===== src/rtl/evt_timer_pkg.sv =====
package evt_timer_pkg;
    localparam logic [11:0] A_CAP_LO = 12'h000;
    localparam logic [11:0] A_CAP_HI = 12'h004;
    localparam logic [11:0] A_GCFG   = 12'h010;
    localparam logic [11:0] A_STS    = 12'h020;
    localparam logic [11:0] A_CNT_LO = 12'h0F0;
    localparam logic [11:0] A_CNT_HI = 12'h0F4;

    localparam logic [4:0] O_CFG    = 5'h00;
    localparam logic [4:0] O_CMP_LO = 5'h08;
    localparam logic [4:0] O_CMP_HI = 5'h0C;
    localparam logic [4:0] O_RT_DAT = 5'h10;
    localparam logic [4:0] O_RT_ADR = 5'h14;

    localparam int B_LEVEL  = 1;
    localparam int B_EN     = 2;
    localparam int B_PER    = 3;
    localparam int B_PERCAP = 4;
    localparam int B_64CAP  = 5;
    localparam int B_SETVAL = 6;
    localparam int B_F32    = 8;
    localparam int B_MSGEN  = 14;
    localparam int B_MSGCAP = 15;

    typedef struct packed {
        logic        vld;
        logic        hi;
        logic [31:0] data;
    } cmp_wr_t;

    typedef struct packed {
        logic level;
        logic en;
        logic per;
        logic setval;
        logic f32;
        logic msg_en;
    } ch_cfg_t;

    typedef struct packed {
        logic run;
        logic legacy;
    } gcfg_t;
endpackage


===== src/rtl/evt_counter.sv =====
module evt_counter #(
    parameter int CNT_W = 64
) (
    input  logic             clk,
    input  logic             rst_n,
    input  logic             run,
    input  logic             wr_lo,
    input  logic             wr_hi,
    input  logic [31:0]      wdata,
    output logic [CNT_W-1:0] cnt
);
    logic [CNT_W-1:0] cnt_d, cnt_q;

    always_comb begin
        cnt_d = cnt_q;
        if (run)   cnt_d = cnt_q + 1'b1;
        if (wr_lo) cnt_d[31:0] = wdata;
        if (wr_hi) cnt_d[CNT_W-1:32] = wdata;
    end

    always_ff @(posedge clk or negedge rst_n) begin
        if (!rst_n) cnt_q <= '0;
        else        cnt_q <= cnt_d;
    end

    assign cnt = cnt_q;
endmodule


===== src/rtl/evt_channel.sv =====
module evt_channel
    import evt_timer_pkg::*;
#(
    parameter int   WR_DLY  = 2,
    parameter logic PER_CAP = 1'b1
) (
    input  logic        clk,
    input  logic        rst_n,
    input  logic [63:0] cnt,
    input  logic        run,
    input  logic        cfg_we,
    input  logic        cmp_we_lo,
    input  logic        cmp_we_hi,
    input  logic        rt_we_dat,
    input  logic        rt_we_adr,
    input  logic [31:0] wdata,
    input  logic        sts_clr,
    output logic [31:0] cfg_rd,
    output logic [63:0] cmp_rd,
    output logic        sts,
    output logic        line_irq,
    output logic        msg_vld,
    output logic [31:0] msg_adr,
    output logic [31:0] msg_dat
);
    typedef struct packed {
        ch_cfg_t                  cfg;
        logic [63:0]              cmp;
        logic [63:0]              per;
        logic [31:0]              rt_dat;
        logic [31:0]              rt_adr;
        logic                     sts;
        logic                     pulse;
        logic                     msg;
        cmp_wr_t [WR_DLY-1:0]     pipe;
    } ch_state_t;

    ch_state_t s_d, s_q;
    cmp_wr_t   land;
    logic      hit;

    assign hit = run && s_q.cfg.en &&
                 (s_q.cfg.f32 ? (cnt[31:0] == s_q.cmp[31:0]) : (cnt == s_q.cmp));
    assign land = s_q.pipe[WR_DLY-1];

    always_comb begin
        s_d       = s_q;
        s_d.pulse = 1'b0;
        s_d.msg   = 1'b0;

        if (cfg_we) begin
            s_d.cfg.level  = wdata[B_LEVEL];
            s_d.cfg.en     = wdata[B_EN];
            s_d.cfg.per    = wdata[B_PER] & PER_CAP;
            s_d.cfg.setval = wdata[B_SETVAL];
            s_d.cfg.f32    = wdata[B_F32];
            s_d.cfg.msg_en = wdata[B_MSGEN];
        end
        if (rt_we_dat) s_d.rt_dat = wdata;
        if (rt_we_adr) s_d.rt_adr = wdata;

        s_d.pipe[0] = '{vld: cmp_we_lo | cmp_we_hi, hi: cmp_we_hi, data: wdata};
        for (int k = 1; k < WR_DLY; k++) s_d.pipe[k] = s_q.pipe[k-1];

        if (sts_clr) s_d.sts = 1'b0;

        if (hit) begin
            if (s_q.cfg.msg_en)     s_d.msg   = 1'b1;
            else if (s_q.cfg.level) s_d.sts   = 1'b1;
            else                    s_d.pulse = 1'b1;
            if (s_q.cfg.per) begin
                if (s_q.cfg.f32) s_d.cmp[31:0] = s_q.cmp[31:0] + s_q.per[31:0];
                else             s_d.cmp       = s_q.cmp + s_q.per;
            end
        end

        if (land.vld) begin
            if (s_q.cfg.per && !s_q.cfg.setval) begin
                if (land.hi) s_d.per[63:32] = land.data;
                else         s_d.per[31:0]  = land.data;
            end else begin
                if (land.hi) s_d.cmp[63:32] = land.data;
                else         s_d.cmp[31:0]  = land.data;
                if (s_q.cfg.per && !land.hi) s_d.cfg.setval = 1'b0;
            end
        end
    end

    always_ff @(posedge clk or negedge rst_n) begin
        if (!rst_n) begin
            s_q     <= '0;
            s_q.cmp <= '1;
        end else begin
            s_q <= s_d;
        end
    end

    always_comb begin
        cfg_rd           = '0;
        cfg_rd[B_LEVEL]  = s_q.cfg.level;
        cfg_rd[B_EN]     = s_q.cfg.en;
        cfg_rd[B_PER]    = s_q.cfg.per;
        cfg_rd[B_PERCAP] = PER_CAP;
        cfg_rd[B_64CAP]  = 1'b1;
        cfg_rd[B_SETVAL] = s_q.cfg.setval;
        cfg_rd[B_F32]    = s_q.cfg.f32;
        cfg_rd[B_MSGEN]  = s_q.cfg.msg_en;
        cfg_rd[B_MSGCAP] = 1'b1;
    end

    assign cmp_rd   = s_q.cmp;
    assign sts      = s_q.sts;
    assign line_irq = s_q.cfg.level ? s_q.sts : s_q.pulse;
    assign msg_vld  = s_q.msg;
    assign msg_adr  = s_q.rt_adr;
    assign msg_dat  = s_q.rt_dat;
endmodule


===== src/rtl/evt_timer.sv =====
module evt_timer
    import evt_timer_pkg::*;
#(
    parameter int          NUM_CH       = 3,
    parameter int          WR_DLY       = 2,
    parameter int unsigned PERIOD_FS    = 20_000_000,
    parameter logic [7:0]  PER_CAP_MASK = 8'h03
) (
    input  logic                 clk,
    input  logic                 rst_n,
    input  logic                 bus_we,
    input  logic [11:0]          bus_addr,
    input  logic [31:0]          bus_wdata,
    output logic [31:0]          bus_rdata,
    output logic [NUM_CH-1:0]    irq_line,
    output logic                 legacy_tick_irq,
    output logic                 legacy_rtc_irq,
    output logic [NUM_CH-1:0]    msg_valid,
    output logic [NUM_CH*32-1:0] msg_addr,
    output logic [NUM_CH*32-1:0] msg_data
);
    localparam logic [4:0]  CH_FIELD = 5'(NUM_CH - 1);
    localparam logic [31:0] CAP_LO   = {16'h0, 1'b1, 1'b0, 1'b1, CH_FIELD, 8'h01};
    localparam logic [31:0] CAP_HI   = 32'(PERIOD_FS);

    gcfg_t        g_d, g_q;
    logic         run_w, legacy_w;
    logic [63:0]  cnt_q;
    logic [NUM_CH-1:0] sts_vec, ch_line;
    logic [31:0]  ch_cfg [NUM_CH];
    logic [63:0]  ch_cmp [NUM_CH];
    logic [31:0]  ch_rtd [NUM_CH];
    logic [31:0]  ch_rta [NUM_CH];

    always_comb begin
        g_d = g_q;
        if (bus_we && bus_addr == A_GCFG) begin
            g_d.run    = bus_wdata[0];
            g_d.legacy = bus_wdata[1];
        end
    end

    always_ff @(posedge clk or negedge rst_n) begin
        if (!rst_n) g_q <= '0;
        else        g_q <= g_d;
    end

    assign run_w    = g_q.run;
    assign legacy_w = g_q.legacy;

    evt_counter #(.CNT_W(64)) u_cnt (
        .clk   (clk),
        .rst_n (rst_n),
        .run   (run_w),
        .wr_lo (bus_we && bus_addr == A_CNT_LO),
        .wr_hi (bus_we && bus_addr == A_CNT_HI),
        .wdata (bus_wdata),
        .cnt   (cnt_q)
    );

    for (genvar i = 0; i < NUM_CH; i++) begin : g_ch
        logic sel;
        assign sel = bus_we && bus_addr[11:8] == 4'h1 && bus_addr[7:5] == 3'(i);

        evt_channel #(.WR_DLY(WR_DLY), .PER_CAP(PER_CAP_MASK[i])) u_ch (
            .clk       (clk),
            .rst_n     (rst_n),
            .cnt       (cnt_q),
            .run       (run_w),
            .cfg_we    (sel && bus_addr[4:0] == O_CFG),
            .cmp_we_lo (sel && bus_addr[4:0] == O_CMP_LO),
            .cmp_we_hi (sel && bus_addr[4:0] == O_CMP_HI),
            .rt_we_dat (sel && bus_addr[4:0] == O_RT_DAT),
            .rt_we_adr (sel && bus_addr[4:0] == O_RT_ADR),
            .wdata     (bus_wdata),
            .sts_clr   (bus_we && bus_addr == A_STS && bus_wdata[i]),
            .cfg_rd    (ch_cfg[i]),
            .cmp_rd    (ch_cmp[i]),
            .sts       (sts_vec[i]),
            .line_irq  (ch_line[i]),
            .msg_vld   (msg_valid[i]),
            .msg_adr   (msg_addr[i*32 +: 32]),
            .msg_dat   (msg_data[i*32 +: 32])
        );

        if (i < 2) begin : g_leg
            assign irq_line[i] = ch_line[i] & ~legacy_w;
        end else begin : g_std
            assign irq_line[i] = ch_line[i];
        end
    end

    assign legacy_tick_irq = legacy_w & ch_line[0];
    assign legacy_rtc_irq  = legacy_w & ch_line[1];

    always_comb begin
        bus_rdata = '0;
        case (bus_addr)
            A_CAP_LO: bus_rdata = CAP_LO;
            A_CAP_HI: bus_rdata = CAP_HI;
            A_GCFG:   bus_rdata = {30'h0, g_q.legacy, g_q.run};
            A_STS:    bus_rdata = 32'(sts_vec);
            A_CNT_LO: bus_rdata = cnt_q[31:0];
            A_CNT_HI: bus_rdata = cnt_q[63:32];
            default: begin
                for (int i = 0; i < NUM_CH; i++) begin
                    if (bus_addr[11:8] == 4'h1 && bus_addr[7:5] == 3'(i)) begin
                        case (bus_addr[4:0])
                            O_CFG:    bus_rdata = ch_cfg[i];
                            O_CMP_LO: bus_rdata = ch_cmp[i][31:0];
                            O_CMP_HI: bus_rdata = ch_cmp[i][63:32];
                            O_RT_DAT: bus_rdata = ch_rtd[i];
                            O_RT_ADR: bus_rdata = ch_rta[i];
                            default:  bus_rdata = '0;
                        endcase
                    end
                end
            end
        endcase
    end

    for (genvar i = 0; i < NUM_CH; i++) begin : g_rt
        assign ch_rtd[i] = msg_data[i*32 +: 32];
        assign ch_rta[i] = msg_addr[i*32 +: 32];
    end
endmodule


===== config.mk =====
export PLATFORM = sky130hd
export DESIGN_NAME = evt_timer
export DESIGN_NICKNAME = d
export VERILOG_FILES = /design/src/rtl/evt_timer_pkg.sv /design/src/rtl/evt_counter.sv /design/src/rtl/evt_channel.sv /design/src/rtl/evt_timer.sv
export SDC_FILE = /design/constraint.sdc
export NUM_CORES = 2
export LEC_CHECK = 0
export BUFFER_PORTS_ARGS = -buffer_cell sky130_fd_sc_hd__buf_2
export CAP_MARGIN = 20
export CORE_UTILIZATION = 35
export DETAILED_ROUTE_END_ITERATION = 16
export GPL_ROUTABILITY_DRIVEN = 0
export GPL_TIMING_DRIVEN = 0
export PLACE_DENSITY = 0.47
export SYNTH_ARGS = -nofsm -noshare
export SYNTH_HDL_FRONTEND = slang
export SYNTH_SLANG_ARGS = --single-unit

===== constraint.sdc =====
create_clock -name clk -period 3.9 [get_ports clk]
set_clock_uncertainty 0.1 [all_clocks]
set_input_delay 0.39 -clock clk [delete_from_list [all_inputs] [get_ports clk]]
set_output_delay 0.39 -clock clk [all_outputs]
set_load 0.02 [all_outputs]

======== Yosys cells after proc, flatten, opt, wreduce, memory -nomap -nowiden ========
Index checks and enable logic that the tools add are counted.
word-level totals
  word-level logic and storage cells ...... 213
  output and inout port bits .............. 232
  register bits ........................... 680
cells by class
  equal/unequal tests ..................... 18
  add/subtract/negate cells ............... 5
  bitwise operators ....................... 11
  multiplexer cells ....................... 67
  reductions and logical operators ........ 54
operators by type and width
  cell                                                                    number
  32-bit 2-to-1 mux                                                       19
  64-bit 2-to-1 mux                                                       9
  32-bit one-hot mux with 5 select lines                                  3
  128-bit 2-to-1 mux                                                      3
  64-bit equality test                                                    3
  32-bit one-hot mux with 6 select lines                                  1
  64-bit adder                                                            2
  32-bit equality test                                                    3
  32-bit adder                                                            2
  64-bit by 1-bit adder with 64-bit output, second input constant         1
  1-bit logical AND                                                       39
  12-bit by 8-bit equality test with 1-bit output, second input constant  2
  1-bit 2-to-1 mux                                                        24
  3-bit 2-to-1 mux                                                        5
  12-bit by 3-bit equality test with 1-bit output, second input constant  1
  12-bit by 5-bit equality test with 1-bit output, second input constant  1
  12-bit by 6-bit equality test with 1-bit output, second input constant  1
  12-bit logical NOT                                                      1
  3-bit AND reduction                                                     4
  5-bit by 4-bit equality test with 1-bit output, second input constant   2
  5-bit equality test, second input constant                              2
  2-bit 2-to-1 mux                                                        3
  5-bit logical NOT                                                       1
  1-bit bitwise AND                                                       4
  other kinds (9)                                                         19

======== Depth between registers and ports, before layout ========
  depth in word-level cells ............... 8
  mapped depth ............................ 15

======== By module ========
A second synthesis with hierarchy kept.
unflattened totals
  cell total of the unflattened synthesis .. 4807
  area total of the unflattened synthesis .. 48157.4 µm²
by module, submodules not included
  module                      times used  area each (µm²)  cells an instance
  evt_channel (g_ch[0].u_ch)  1           15443.6          1508
  evt_channel (g_ch[1].u_ch)  1           15339.7          1532
  evt_channel (g_ch[2].u_ch)  1           8728.4           611
  evt_timer                   1           4685.7           689
  evt_counter                 1           3960.0           467

======== Worst setup path after synthesis ========
OpenSTA, ideal clock, no wires.
  path type ............................... register to register
  start ................................... register g_ch[1].u_ch.s_q, in the netlist g_ch[1].u_ch.cmp_rd[0]
  end ..................................... register g_ch[1].u_ch.s_q, in the netlist g_ch[1].u_ch.cmp_rd[48]
  path buffers ............................ 0
  data required time ...................... 3718 ps
  period minus slack after synthesis ...... 3287 ps
  library setup time ...................... 82 ps
  arrival time ............................ 3106 ps
  setup slack ............................. 613 ps
  stages on the path, launching flop included .. 16
  cell sequence ........................... dfstp_2 > ha_1 > inv_1 > fa_1 > nor2b_1 > o31a_1 > o21ai_1 > nand2_1 > a31oi_1 > o21ai_1 > a21boi_1 > o21ai_1 > a31oi_1 > o41ai_1 > xnor2_1 > o21ai_1
RTL lines
  item             RTL line           RTL
  start, declared  evt_channel.sv:38  ch_state_t s_d, s_q;

======== Worst setup path in the final report ========
  start ................................... input port bus_addr[2]
  end ..................................... output port bus_rdata[14]
on the way
  cells in the longest elaborated chain, start to end .. 6
  elaborated cells between the ends (all ways) .. 18
  those cells by class .................... 9 x eq/ne; 7 x mux; 2 x reduce/logical
ends and longest elaborated chain
  item                                               RTL line          RTL
  start, declared                                    evt_timer.sv:12   input logic [11:0] bus_addr,
  5-bit equality test, or another cell as far along  evt_timer.sv:108  case (bus_addr[4:0])
  32-bit one-hot mux with 5 select lines             evt_timer.sv:108
  32-bit 2-to-1 mux (3 in a row)                     evt_timer.sv:107  if (bus_addr[11:8] == 4'h1 && bus_addr[7:5] == 3'(i)) begin
  32-bit one-hot mux with 6 select lines (*)         evt_timer.sv:98   case (bus_addr)
  end, declared                                      evt_timer.sv:14   output logic [31:0] bus_rdata,
Mark *: on every way between the ends. The rest lies on a longest branch, timed or not.

==> results_dict.tcl <==
set metrics [dict create \
    dr.pass1.iters 8 \
    fp.dieW_um 347.4 \
    synth_warnings 0 \
    setup_viol 0 \
    crit_required_ps 3410 \
    crit_cells 8 \
    worst_slew_pin_slew_ps 1207 \
    status "finished clean" \
    numCtsBuffers 84 \
    yosysUniqueCellTypes 98 \
    hold_viol 0 \
    port_buffers 276 \
    slowest_stage "a222oi_1" \
    grt.overflow.total 0 \
    grt_pass1_wl_um 267800 \
    cp_cell_sequence "buf_4 > clkbuf_4 > clkbuf_4 > mux2i_2 > o221ai_1 > a222oi_1 > o221ai_1 > buf_2" \
    leakage_nw 22.24 \
    initial_core_util_pct 35.36 \
    comb_power_share_pct 8.6 \
    dpl.hpwl_um 148500 \
    route.vias.total 36629 \
    path_buf_inv 4 \
    clk_path_buf_depth 3 \
    reg2reg_slack_ps 90 \
    syn_inst 4250 \
    relSlewSlack_pct 18.94 \
    p_seq_share_pct 43.4 \
    slowest_delay_ps 590 \
    n_fill_cell 11725 \
    ff2ff_path_depth 13 \
    core-area_mm2 0.1181 \
    viasPerCell 5.824 \
    hp-class "in -> async" \
    slew_violations 0 \
    grt_usage_pct 31.02 \
    period_minus_slack_ps 3887 \
    finalCritPeriodShare_pct 99.66 \
    ir_drop_v 0.0004154 \
    whs_ps 155.9 \
    h-tree-depth 3 \
    routed_wl_um 191200 \
    antenna_found_initial 19 \
    ys_seq_elements 680 \
    reg2reg_to "g_ch[0].u_ch.cmp_rd[62]" \
    avgSynthCellArea_um2 9.823 \
    dieArea_mm2 0.1207 \
    synth_area_leaders "dfrtp_1, dfstp_2, mux2_2" \
    startpoint "bus_addr[2]" \
    rsz0062_at_grt "yes" \
    utilization_pct 41.87 \
    rows 126 \
    boundaryPins 279 \
    swShare_pct 27.08 \
    synth.top_cell.area_share_pct 29.25 \
    ys_async_sr_fraction_pct 100.0 \
    clockPowerShare_pct 48.1 \
    antenna_left 0 \
    grt_max_degree 113 \
    die_y_um 347.4 \
    layout-drive-gt1-share_pct 30.68 \
    total_power_mw 17.02 \
    cp_top_family "buffers and inverters" \
    critPathKind "in -> out" \
    post-route-drc-count 0 \
    syn_nets 4426 \
    path_max_fanout 10 \
    syn2layout_area_growth_pct 18.42 \
    synth_area_leader_cell "dfrtp_1" \
    fmax_mhz 257.3 \
    synthFlopType "dfrtp_1" \
    cp-start-kind "input pin" \
    dp.cells 6091 \
    clock_sinks 680 \
    grt_pass1_vias 35253 \
    seq_area_frac_synth_pct 41.33 \
    p_switching_mw 4.608 \
    layout.nets 4853 \
    cts-root-buf "clkbuf_16" \
    wl_per_cell_um 30.41 \
    r2r-start "g_ch[0].u_ch.cmp_rd[2]" \
    p_int_mw 12.41 \
    synth_edf_count 0 \
    fin_cells 6289 \
    clkTransAtPathRegs_ps 60 \
    first_iter_violations 3902 \
    critPathCaptureType "output port" \
    cts_tree "yes" \
    synth_area_mm2 0.04175 \
    worstPathArrival_ps 3400 \
    maxCapViolations 0 \
    powerDensity_mw_per_mm2 344.2 \
    insertion_delay_ps 700 \
]
## Yosys cell counts, drive strengths merged (5+ instances only)
| library cell | count |
|---|---|
| a22oi | 43 |
| nand3 | 76 |
| o211ai | 17 |
| a21boi | 6 |
| xnor2 | 217 |
| nand2b | 16 |
| o221ai | 18 |
| o21ai | 227 |
| o31ai | 11 |
| inv | 50 |
| a31oi | 46 |
| a211oi | 19 |
| nor4 | 35 |
| and2 | 9 |
| o31a | 7 |
| nand4 | 83 |
| and3 | 41 |
| ha | 127 |
| nand2 | 278 |
| a21o | 66 |
| mux2i | 119 |
| o22ai | 16 |
| or3 | 9 |
| o21a | 14 |
| dfstp | 192 |
| a21oi | 358 |
| a222oi | 15 |
| nor2b | 17 |
| a22o | 6 |
| xor2 | 145 |
| nor2 | 342 |
| or2 | 7 |
| nor3 | 41 |
| dfrtp | 488 |
| o21bai | 30 |
| clkbuf | 204 |
| mux2 | 403 |
| a221o | 15 |
| a221oi | 54 |
| o41ai | 5 |
| buf | 317 |
## placed cells by master, fill, tap and decap left out, types with 37 or more instances in the layout
master | Yosys | final
clkbuf_16 | 0 | 85
dfstp_2 | 192 | 192
mux2i_1 | 119 | 115
ha_1 | 127 | 118
nand3_1 | 75 | 74
a22oi_1 | 43 | 40
nand4_1 | 83 | 83
xor2_1 | 145 | 145
nor2_1 | 342 | 337
buf_2 | 45 | 330
buf_4 | 200 | 240
o21ai_0 | 161 | 156
a21o_1 | 64 | 64
clkbuf_1 | 199 | 174
mux2_2 | 385 | 385
buf_1 | 66 | 45
nand2_1 | 278 | 276
a21oi_1 | 357 | 352
inv_1 | 49 | 49
a221oi_1 | 54 | 52
a31oi_1 | 44 | 42
o21ai_1 | 61 | 57
dfrtp_1 | 488 | 486
and3_1 | 38 | 37
xnor2_1 | 217 | 215
## metrics by stage
step | setup TNS, ps | setup WS, ps | cell area [um2]
CTS | -96.44 | -48.23 | 49030
global route | -4.876 | -4.876 | 49420
detailed placement | -45070 | -1334 | 45560
floorplan | 0 | 612.8 | 41750
global placement | -8127020 | -13370 | 45050
finish | 0 | 13.10 | 49440
## routing by layer
metal	part of all wire, %	global-route usage [%]
met1	43	42.05
met2	44	46.68
met3	8.0	7.475
met4	5.3	13.85
met5	0.096	0
## cell families after synthesis
family                     count (synthesis)  share of synthesized area [%]
AOI/OAI and AO/OA                       1006                          15.22
and+or+nand+nor                          978                          10.89
DFF                                      680                          41.33
buffers and inverters                    573                          7.322
muxes                                    522                          13.73
xor gates and xnor gates                 362                          7.594
adders and majority gates                129                          3.902
## sequential cells by signal, summed over array words and instances, names as in the netlist
signal,cells
run_w,1
g_ch.u_ch.msg_adr,96
g_ch.u_ch.s_d,38
g_ch.u_ch.cmp_rd,192
g_ch.u_ch.s_q,131
u_cnt.cnt,64
g_ch.u_ch.cfg_rd,17
g_ch.u_ch.msg_vld,3
g_ch.u_ch.sts,3
g_ch.u_ch.land,38
legacy_w,1
g_ch.u_ch.msg_dat,96
## power groups by stage
stage	clock network [mW]	registers [mW]	logic, mW
6_report	8.18	7.38	1.46
5_1_grt	8.56	7.38	1.51
3_3_place_gp	0	7.37	1.44
4_1_cts	8.30	7.30	1.48
3_5_place_dp	0	7.37	1.49
2_1_floorplan	0	7.34	0.716
## worst max path at each step
stage / end
2_1_floorplan: g_ch[1].u_ch.cmp_rd[48]
3_3_place_gp: g_ch[2].u_ch.msg_adr[0]
3_5_place_dp: bus_rdata[0]
4_1_cts: g_ch[0].u_ch.cmp_rd[60]
5_1_grt: g_ch[1].u_ch.cmp_rd[63]
6_report: bus_rdata[14]
## final cells by class
type,instances,area [um2],area share [%]
diodes,7,17.52,0.03543
well taps,1536,1922,3.887
plain buffers,493,2874,5.813
clock inverters,26,404.1,0.8175
repair buffers,371,2447,4.950
inverters,50,187.7,0.3796
clock buffers,129,2402,4.859
flip-flops and latches,680,17260,34.91
multi-input cells,2997,21920,44.35
## what timing repair did
item	4_1_cts	5_1_grt
setup buffers	10	23
endpoints found under the setup margin	104	88
hold buffers	33	0
pin swaps	8	23
hold endpoints to repair	128	0
resized for setup	100	73
Power figures use the tool's default switching activity.
